File: src/rtl/tone_pkg.sv
// Package: shared constants, register-kind encoding and the level table
// for the three-channel tone mixer. Assumes exactly three channels.
package tone_pkg;

    localparam int NUM_CH   = 3;
    localparam int CNT_W    = 8;
    localparam int LEVEL_W  = 4;
    localparam int CH_IDX_W = 2;

    // Control byte bit positions
    localparam int CTRL_SRC_BIT  = 5;
    localparam int CTRL_TONE_BIT = 4;

    typedef enum logic [1:0] {
        KIND_START = 2'd0,
        KIND_END   = 2'd1,
        KIND_LOW   = 2'd2,
        KIND_CTRL  = 2'd3
    } reg_kind_e;

    // Fixed nonlinear level table; index bit 2 is channel 0
    function automatic logic [LEVEL_W-1:0] level_of(input logic [NUM_CH-1:0] idx);
        logic [LEVEL_W-1:0] lv;
        case (idx)
            3'b000:  lv = 4'h0;
            3'b001:  lv = 4'h4;
            3'b010:  lv = 4'h5;
            3'b011:  lv = 4'h9;
            3'b100:  lv = 4'h6;
            3'b101:  lv = 4'hA;
            3'b110:  lv = 4'hB;
            default: lv = 4'hF;
        endcase
        return lv;
    endfunction

endpackage

File: src/rtl/tone_wr_decode.sv
// Write decoder: turns the shared write port into per-channel, per-kind
// one-cycle strobes. Assumes wr_chan values at or above NUM_CH select nothing.
module tone_wr_decode
    import tone_pkg::*;
#(
    parameter int N_CH  = NUM_CH,
    parameter int IDX_W = CH_IDX_W
) (
    input  logic             wr_en,
    input  logic [1:0]       wr_kind,
    input  logic [IDX_W-1:0] wr_chan,
    output logic [N_CH-1:0]  wr_start,
    output logic [N_CH-1:0]  wr_end,
    output logic [N_CH-1:0]  wr_low,
    output logic [N_CH-1:0]  wr_ctrl
);

    genvar gi;
    generate
        for (gi = 0; gi < N_CH; gi++) begin : g_dec
            logic hit;
            // Purpose: match this channel's index on an active write
            always_comb hit = wr_en && (wr_chan == IDX_W'(gi));
            // Purpose: split the hit by register kind
            always_comb begin
                wr_start[gi] = hit && (wr_kind == KIND_START);
                wr_end[gi]   = hit && (wr_kind == KIND_END);
                wr_low[gi]   = hit && (wr_kind == KIND_LOW);
                wr_ctrl[gi]  = hit && (wr_kind == KIND_CTRL);
            end
        end
    endgenerate

endmodule

File: src/rtl/tone_channel.sv
// One tone channel: start/end registers, mode bits, 8-bit down counter with
// reload from the start count, and the duty flag. Assumes write strobes are
// one-hot per cycle and osc_tick is a single-cycle enable.
module tone_channel
    import tone_pkg::*;
#(
    parameter int W = CNT_W
) (
    input  logic         clk,
    input  logic         rst_n,
    input  logic         osc_tick,
    input  logic         rd_pulse,
    input  logic         wr_start,
    input  logic         wr_end,
    input  logic         wr_low,
    input  logic         wr_ctrl,
    input  logic [7:0]   wr_data,
    output logic [W-1:0] cnt_o,
    output logic [W-1:0] start_o,
    output logic         flag_o,
    output logic         tone_o,
    output logic         src_o
);

    logic [W-1:0] cnt_q, start_q, end_q;
    logic         flag_q, tone_q, src_q;
    logic         step;

    // Purpose: choose the step event from the selected clock source
    always_comb step = tone_q && (src_q ? osc_tick : rd_pulse);

    // Purpose: hold start and end counts
    always_ff @(posedge clk) begin
        if (!rst_n) begin
            start_q <= '0;
            end_q   <= '0;
        end else begin
            if (wr_start) start_q <= wr_data[W-1:0];
            if (wr_end)   end_q   <= wr_data[W-1:0];
        end
    end

    // Purpose: hold the tone-mode and clock-source bits
    always_ff @(posedge clk) begin
        if (!rst_n) begin
            tone_q <= 1'b0;
            src_q  <= 1'b0;
        end else if (wr_ctrl) begin
            tone_q <= wr_data[CTRL_TONE_BIT];
            src_q  <= wr_data[CTRL_SRC_BIT];
        end
    end

    // Purpose: pointer-low load, else decrement with reload after zero
    always_ff @(posedge clk) begin
        if (!rst_n) begin
            cnt_q <= '0;
        end else if (wr_low) begin
            cnt_q <= tone_q ? start_q : wr_data[W-1:0];
        end else if (step) begin
            cnt_q <= (cnt_q == '0) ? start_q : cnt_q - 1'b1;
        end
    end

    // Purpose: set on start match (priority), clear on end match
    always_ff @(posedge clk) begin
        if (!rst_n) begin
            flag_q <= 1'b0;
        end else if (cnt_q == start_q) begin
            flag_q <= 1'b1;
        end else if (cnt_q == end_q) begin
            flag_q <= 1'b0;
        end
    end

    assign cnt_o   = cnt_q;
    assign start_o = start_q;
    assign flag_o  = flag_q;
    assign tone_o  = tone_q;
    assign src_o   = src_q;

endmodule

File: src/rtl/tone_mixer.sv
// Mixer: gates each flag with its tone-mode bit and maps the 3-bit index
// through the fixed level table. Purely combinational; assumes three channels.
module tone_mixer
    import tone_pkg::*;
#(
    parameter int N_CH = NUM_CH,
    parameter int LW   = LEVEL_W
) (
    input  logic [N_CH-1:0] flag,
    input  logic [N_CH-1:0] tone,
    output logic [LW-1:0]   level
);

    logic [N_CH-1:0] idx;

    genvar gi;
    generate
        for (gi = 0; gi < N_CH; gi++) begin : g_idx
            // Purpose: channel 0 lands in the top index bit
            always_comb idx[N_CH-1-gi] = flag[gi] && tone[gi];
        end
    endgenerate

    // Purpose: table lookup
    always_comb level = level_of(idx);

endmodule

File: src/rtl/tone_music_gen.sv
// Top: three tone channels sharing one write port, mixed to a 4-bit level.
// Assumes osc_tick is synchronous, one cycle wide and much rarer than clk.
module tone_music_gen
    import tone_pkg::*;
(
    input  logic                clk,
    input  logic                rst_n,
    input  logic                osc_tick,
    input  logic [NUM_CH-1:0]   rd_pulse,
    input  logic                wr_en,
    input  logic [1:0]          wr_kind,
    input  logic [CH_IDX_W-1:0] wr_chan,
    input  logic [7:0]          wr_data,
    output logic [LEVEL_W-1:0]  sample
);

    logic [NUM_CH-1:0]            wr_start, wr_end, wr_low, wr_ctrl;
    logic [NUM_CH-1:0][CNT_W-1:0] cnt_w, start_w;
    logic [NUM_CH-1:0]            flag_w, music_w, src_w;

    tone_wr_decode #(.N_CH(NUM_CH), .IDX_W(CH_IDX_W)) u_dec (
        .wr_en    (wr_en),
        .wr_kind  (wr_kind),
        .wr_chan  (wr_chan),
        .wr_start (wr_start),
        .wr_end   (wr_end),
        .wr_low   (wr_low),
        .wr_ctrl  (wr_ctrl)
    );

    genvar gi;
    generate
        for (gi = 0; gi < NUM_CH; gi++) begin : g_ch
            tone_channel #(.W(CNT_W)) u_ch (
                .clk      (clk),
                .rst_n    (rst_n),
                .osc_tick (osc_tick),
                .rd_pulse (rd_pulse[gi]),
                .wr_start (wr_start[gi]),
                .wr_end   (wr_end[gi]),
                .wr_low   (wr_low[gi]),
                .wr_ctrl  (wr_ctrl[gi]),
                .wr_data  (wr_data),
                .cnt_o    (cnt_w[gi]),
                .start_o  (start_w[gi]),
                .flag_o   (flag_w[gi]),
                .tone_o   (music_w[gi]),
                .src_o    (src_w[gi])
            );
        end
    endgenerate

    tone_mixer #(.N_CH(NUM_CH), .LW(LEVEL_W)) u_mix (
        .flag  (flag_w),
        .tone  (music_w),
        .level (sample)
    );

endmodule

File: config.mk
export PLATFORM = sky130hd
export DESIGN_NAME = tone_music_gen
export DESIGN_NICKNAME = d
export VERILOG_FILES = /design/src/rtl/tone_pkg.sv /design/src/rtl/tone_wr_decode.sv /design/src/rtl/tone_channel.sv /design/src/rtl/tone_mixer.sv /design/src/rtl/tone_music_gen.sv
export SDC_FILE = /design/constraint.sdc
export NUM_CORES = 1
export LEC_CHECK = 0
export BUFFER_PORTS_ARGS = -buffer_cell sky130_fd_sc_hd__buf_2
export CAP_MARGIN = 20
export CORE_MARGIN = 4
export CORE_UTILIZATION = 50
export DETAILED_ROUTE_END_ITERATION = 8
export PLACE_DENSITY = 0.68
export RECOVER_POWER = 100
export SYNTH_ARGS = -nofsm -noshare
export SYNTH_HDL_FRONTEND = slang
export SYNTH_SLANG_ARGS = --single-unit
File: constraint.sdc
create_clock -name clk -period 2.37 [get_ports clk]
set_input_delay 0.237 -clock clk [delete_from_list [all_inputs] [get_ports clk]]
set_output_delay 0.237 -clock clk [all_outputs]
set_load 0.1 [all_outputs]
==> summary.md <==
| Metric | Value |
|---|---|
| Worst hold slack | 0.241 ns |
| Antenna diodes | 0 |
| Synth-to-Final Area Change | 6.06% |
| Post-Syn Instances | 583 |
| Post-synth ARST share | 0% |
| Outcome | completed |
| Post-synth top flop | dfxtp_1 |
| Row count | 36 |
| Fin. max-slew vios | 0 |
| Post-DR wirelength/cell | 16.6 um |
| GRT met1 Usage | 29.5% |
| First-pass GRT wire length | 19700 um |
| Maximum vdd drop | 0.261 mV |
| Ranking of synthesized cells by area | dfxtp_1 (33%), mux2i_1 (9.7%), xnor2_1 (5.1%) |
| GPL Wtd Cong | 0.875 |
| Most common cell after layout, fill and taps aside | dfxtp_1 |
| Pin count of the biggest net entering global routing | 72 |
| Die Height | 108 um |
| Setup TNS | 0 ns |
| Worst rel slew slack | 22.2% |
| Worst Min Path Start | wr_data[1] |
| Core footprint | 9730 um^2 |
| Starting Density | 51.0% |
| FILL cells | 952 |
| Syn Std Cell Area | 4960 um^2 |
| H-tree level count | 3 |
| Endpoints failing setup | 0 |
| Cts bufs inserted | 9 |
| Fmax | 0.462 GHz |
| Switch Pwr | 0.720 mW |
| Die width | 108 um |
| Warnings, synthesis | 0 |
| CTS tree | done |
| Crit. End Element | primary output |
| GRT Total Usage | 21.5% |
| Slew @ Worst Pin | 1.17 ns |
| Layout Nets | 598 |
| Met3 global-route usage | 3.18% |
| CP Launch Type | flop |
| Vias per cell | 5.69 |
| Vias | 4045 |
| Vias in the first global route | 3785 |
| Clk_lat worst skew | 0.35 ns |
| # DRC | 0 |
| Clock slew at reported path FFs | 0.08 ns |
| Final Hold Vio Count | 0 |
| Reg2reg start | g_ch[2].u_ch.cnt_o[0]$_SDFFE_PN0P_ |
| Syn_nets | 608 |
| #FFs+latches synth | 81 |
| Sink Count | 81 |
| Layout cells sized above 1 | 12.5% |
| Synth cell types | 56 |
| PD cells | 511 nW/um^2 |
| Initial antenna violation count | 0 |
| Setup bufs post-CTS | 0 |
| Initial DRC count | 196 |
| Max cap viols | 0 |
| Final Cycle Share | 91.3% |
| Antenna Nets Post-Route | 0 |
| Routed WL | 11800 um |
| Post-DP HPWL | 8400 um |
| Sequential power share | 52.9% |
| Port Buffers | 22 |
| Sw frac | 26.8% |
| Critical path origin | g_ch[2].u_ch.flag_o$_SDFFE_PN0P_ |
| CTS Root Buffer Type | clkbuf_8 |
| Power share of the combinational group | 12.7% |
| Cts hold-fix bufs | 0 |
| CTS Buffer Depth | 2 |
| Internal Power | 1.97 mW |
| Post-CTS sizing | 0 |
| Synthesized area per cell | 8.50 um^2 |
| Tmin final | 2.16 ns |
| Met2 global-route usage | 33.8% |
| Busiest layer in global routing | met2 |
| Detailed Routing Iterations Pass 1 | 5 |
| R2r setup slk | 0.21 ns |
| Die area | 11600 um^2 |
| CP arrival | 1.93 ns |
| CP Class | reg -> out |
| Worst Skew | 0.00614 ns |
| Clk pwr share | 34.4% |
| RSZ-0062 raised after global routing | no |
| Req. time, crit path | 2.13 ns |
| Leakage | 2.05 nW |
| Top-area cell type share of the netlist area | 32.7% |
| Most frequent cells in the layout | dfxtp_1 (81), mux2i_1 (48), nand2_1 (46) |
| IO Pins | 23 |
| Grt total ovfl | 0 |
| Yosys top cell by area | dfxtp_1 |
| Min-Delay Path Class | in -> reg |
| CP max FO | 2 |
| Post-synth EDFFs | 0 |
| Sequential fraction of the synthesis area | 32.7% |
-- kinds of logic after synthesis --
| logic type | share of synthesized area [%] |
|---|---|
| AO/OA/AOI/OAI | 15.3 |
| buffers and inverters | 5.86 |
| flip-flops | 32.7 |
| AND/OR/NAND/NOR | 20.7 |
| multiplexers | 13.8 |
| adder cells (fa/ha/maj) | 1.72 |
| XOR/XNOR | 9.89 |
-- state kept, by name, summed over array words and instances (netlist names) --
signal             flops
g_ch.u_ch.flag_o       3
g_ch.u_ch.end_q       24
g_ch.u_ch.tone_o       3
g_ch.u_ch.start_o     24
g_ch.u_ch.src_o        3
g_ch.u_ch.cnt_o       24
-- final cells by class --
| cell class | instances | area, um^2 | share of cell area [%] |
|---|---|---|---|
| flip-flops and latches | 81 | 1620 | 30.8 |
| multi-input cells | 438 | 3070 | 58.3 |
| clock buffers | 13 | 159 | 3.02 |
| repair buffers | 34 | 195 | 3.71 |
| well taps | 133 | 166 | 3.17 |
| clock inverters | 3 | 15.0 | 0.286 |
| inverters | 9 | 33.8 | 0.643 |
-- worst paths after layout --
kind,end,cells past startpoint
worst max-delay path,sample[2],4
worst max register to register,g_ch[2].u_ch.cnt_o[2]$_SDFFE_PN0P_,7
worst min register to register,g_ch[1].u_ch.flag_o$_SDFFE_PN0P_,2
worst min-delay path,g_ch[2].u_ch.end_q[1]$_SDFFE_PN0P_,3
-- per-stage QoR --
stage	worst slack [ns]	util [%]	cells	instance area [um^2]	total power [mW]
6_report	0.205	54.0	711	5260	2.69
5_1_grt	0.0891	54.0	711	5260	2.81
4_1_cts	0.238	54.2	711	5280	2.71
3_5_place_dp	0.285	52.5	695	5100	1.79
3_3_place_gp	0.315	52.5	695	5100	1.79
2_1_floorplan	0.0678	-	583	4980	1.71
-- worst max-delay path, stage by stage (launching register included) --
cell      delay [ns]
dfxtp_1         0.34
and2_1          0.25
xor2_1          0.34
xor2_4          0.16
clkbuf_2        0.47
-- power groups by stage --
stage	Sequential [mW]	Clock, mW	Combinational, mW
after floorplan	1.43	0	0.280
after global placement	1.45	0	0.336
after detailed placement	1.45	0	0.340
after CTS	1.42	0.951	0.342
after global routing	1.43	1.00	0.378
final	1.42	0.925	0.341
-- cells in the mapped netlist (all sizes together) (2+ instances only) --
master  number
o211ai       8
o21ai       32
a21boi      27
a31oi        7
o311a        2
mux2i       48
a211o        2
xor2        27
nand3       18
ha           6
clkbuf      41
nor3        11
mux2        18
or3b         2
nand4        9
nand2b       7
buf         14
inv          9
or3          5
dfxtp       81
nor4        11
nor3b        6
nor2        26
or4b         2
xnor2       29
nand2       46
a21oi       24
nand3b       4
a22oi        2
and2         4
nor2b       39
-- layer usage --
| layer | part of all wire (%) | vias to the layer above |
|---|---|---|
| met3 | 3.8 | 20 |
| met2 | 47 | 107 |
| li1 | - | 2003 |
| met4 | 2.2 | 0 |
| met1 | 47 | 1915 |
| met5 | 0 | - |
Power figures use the tool's default switching activity.
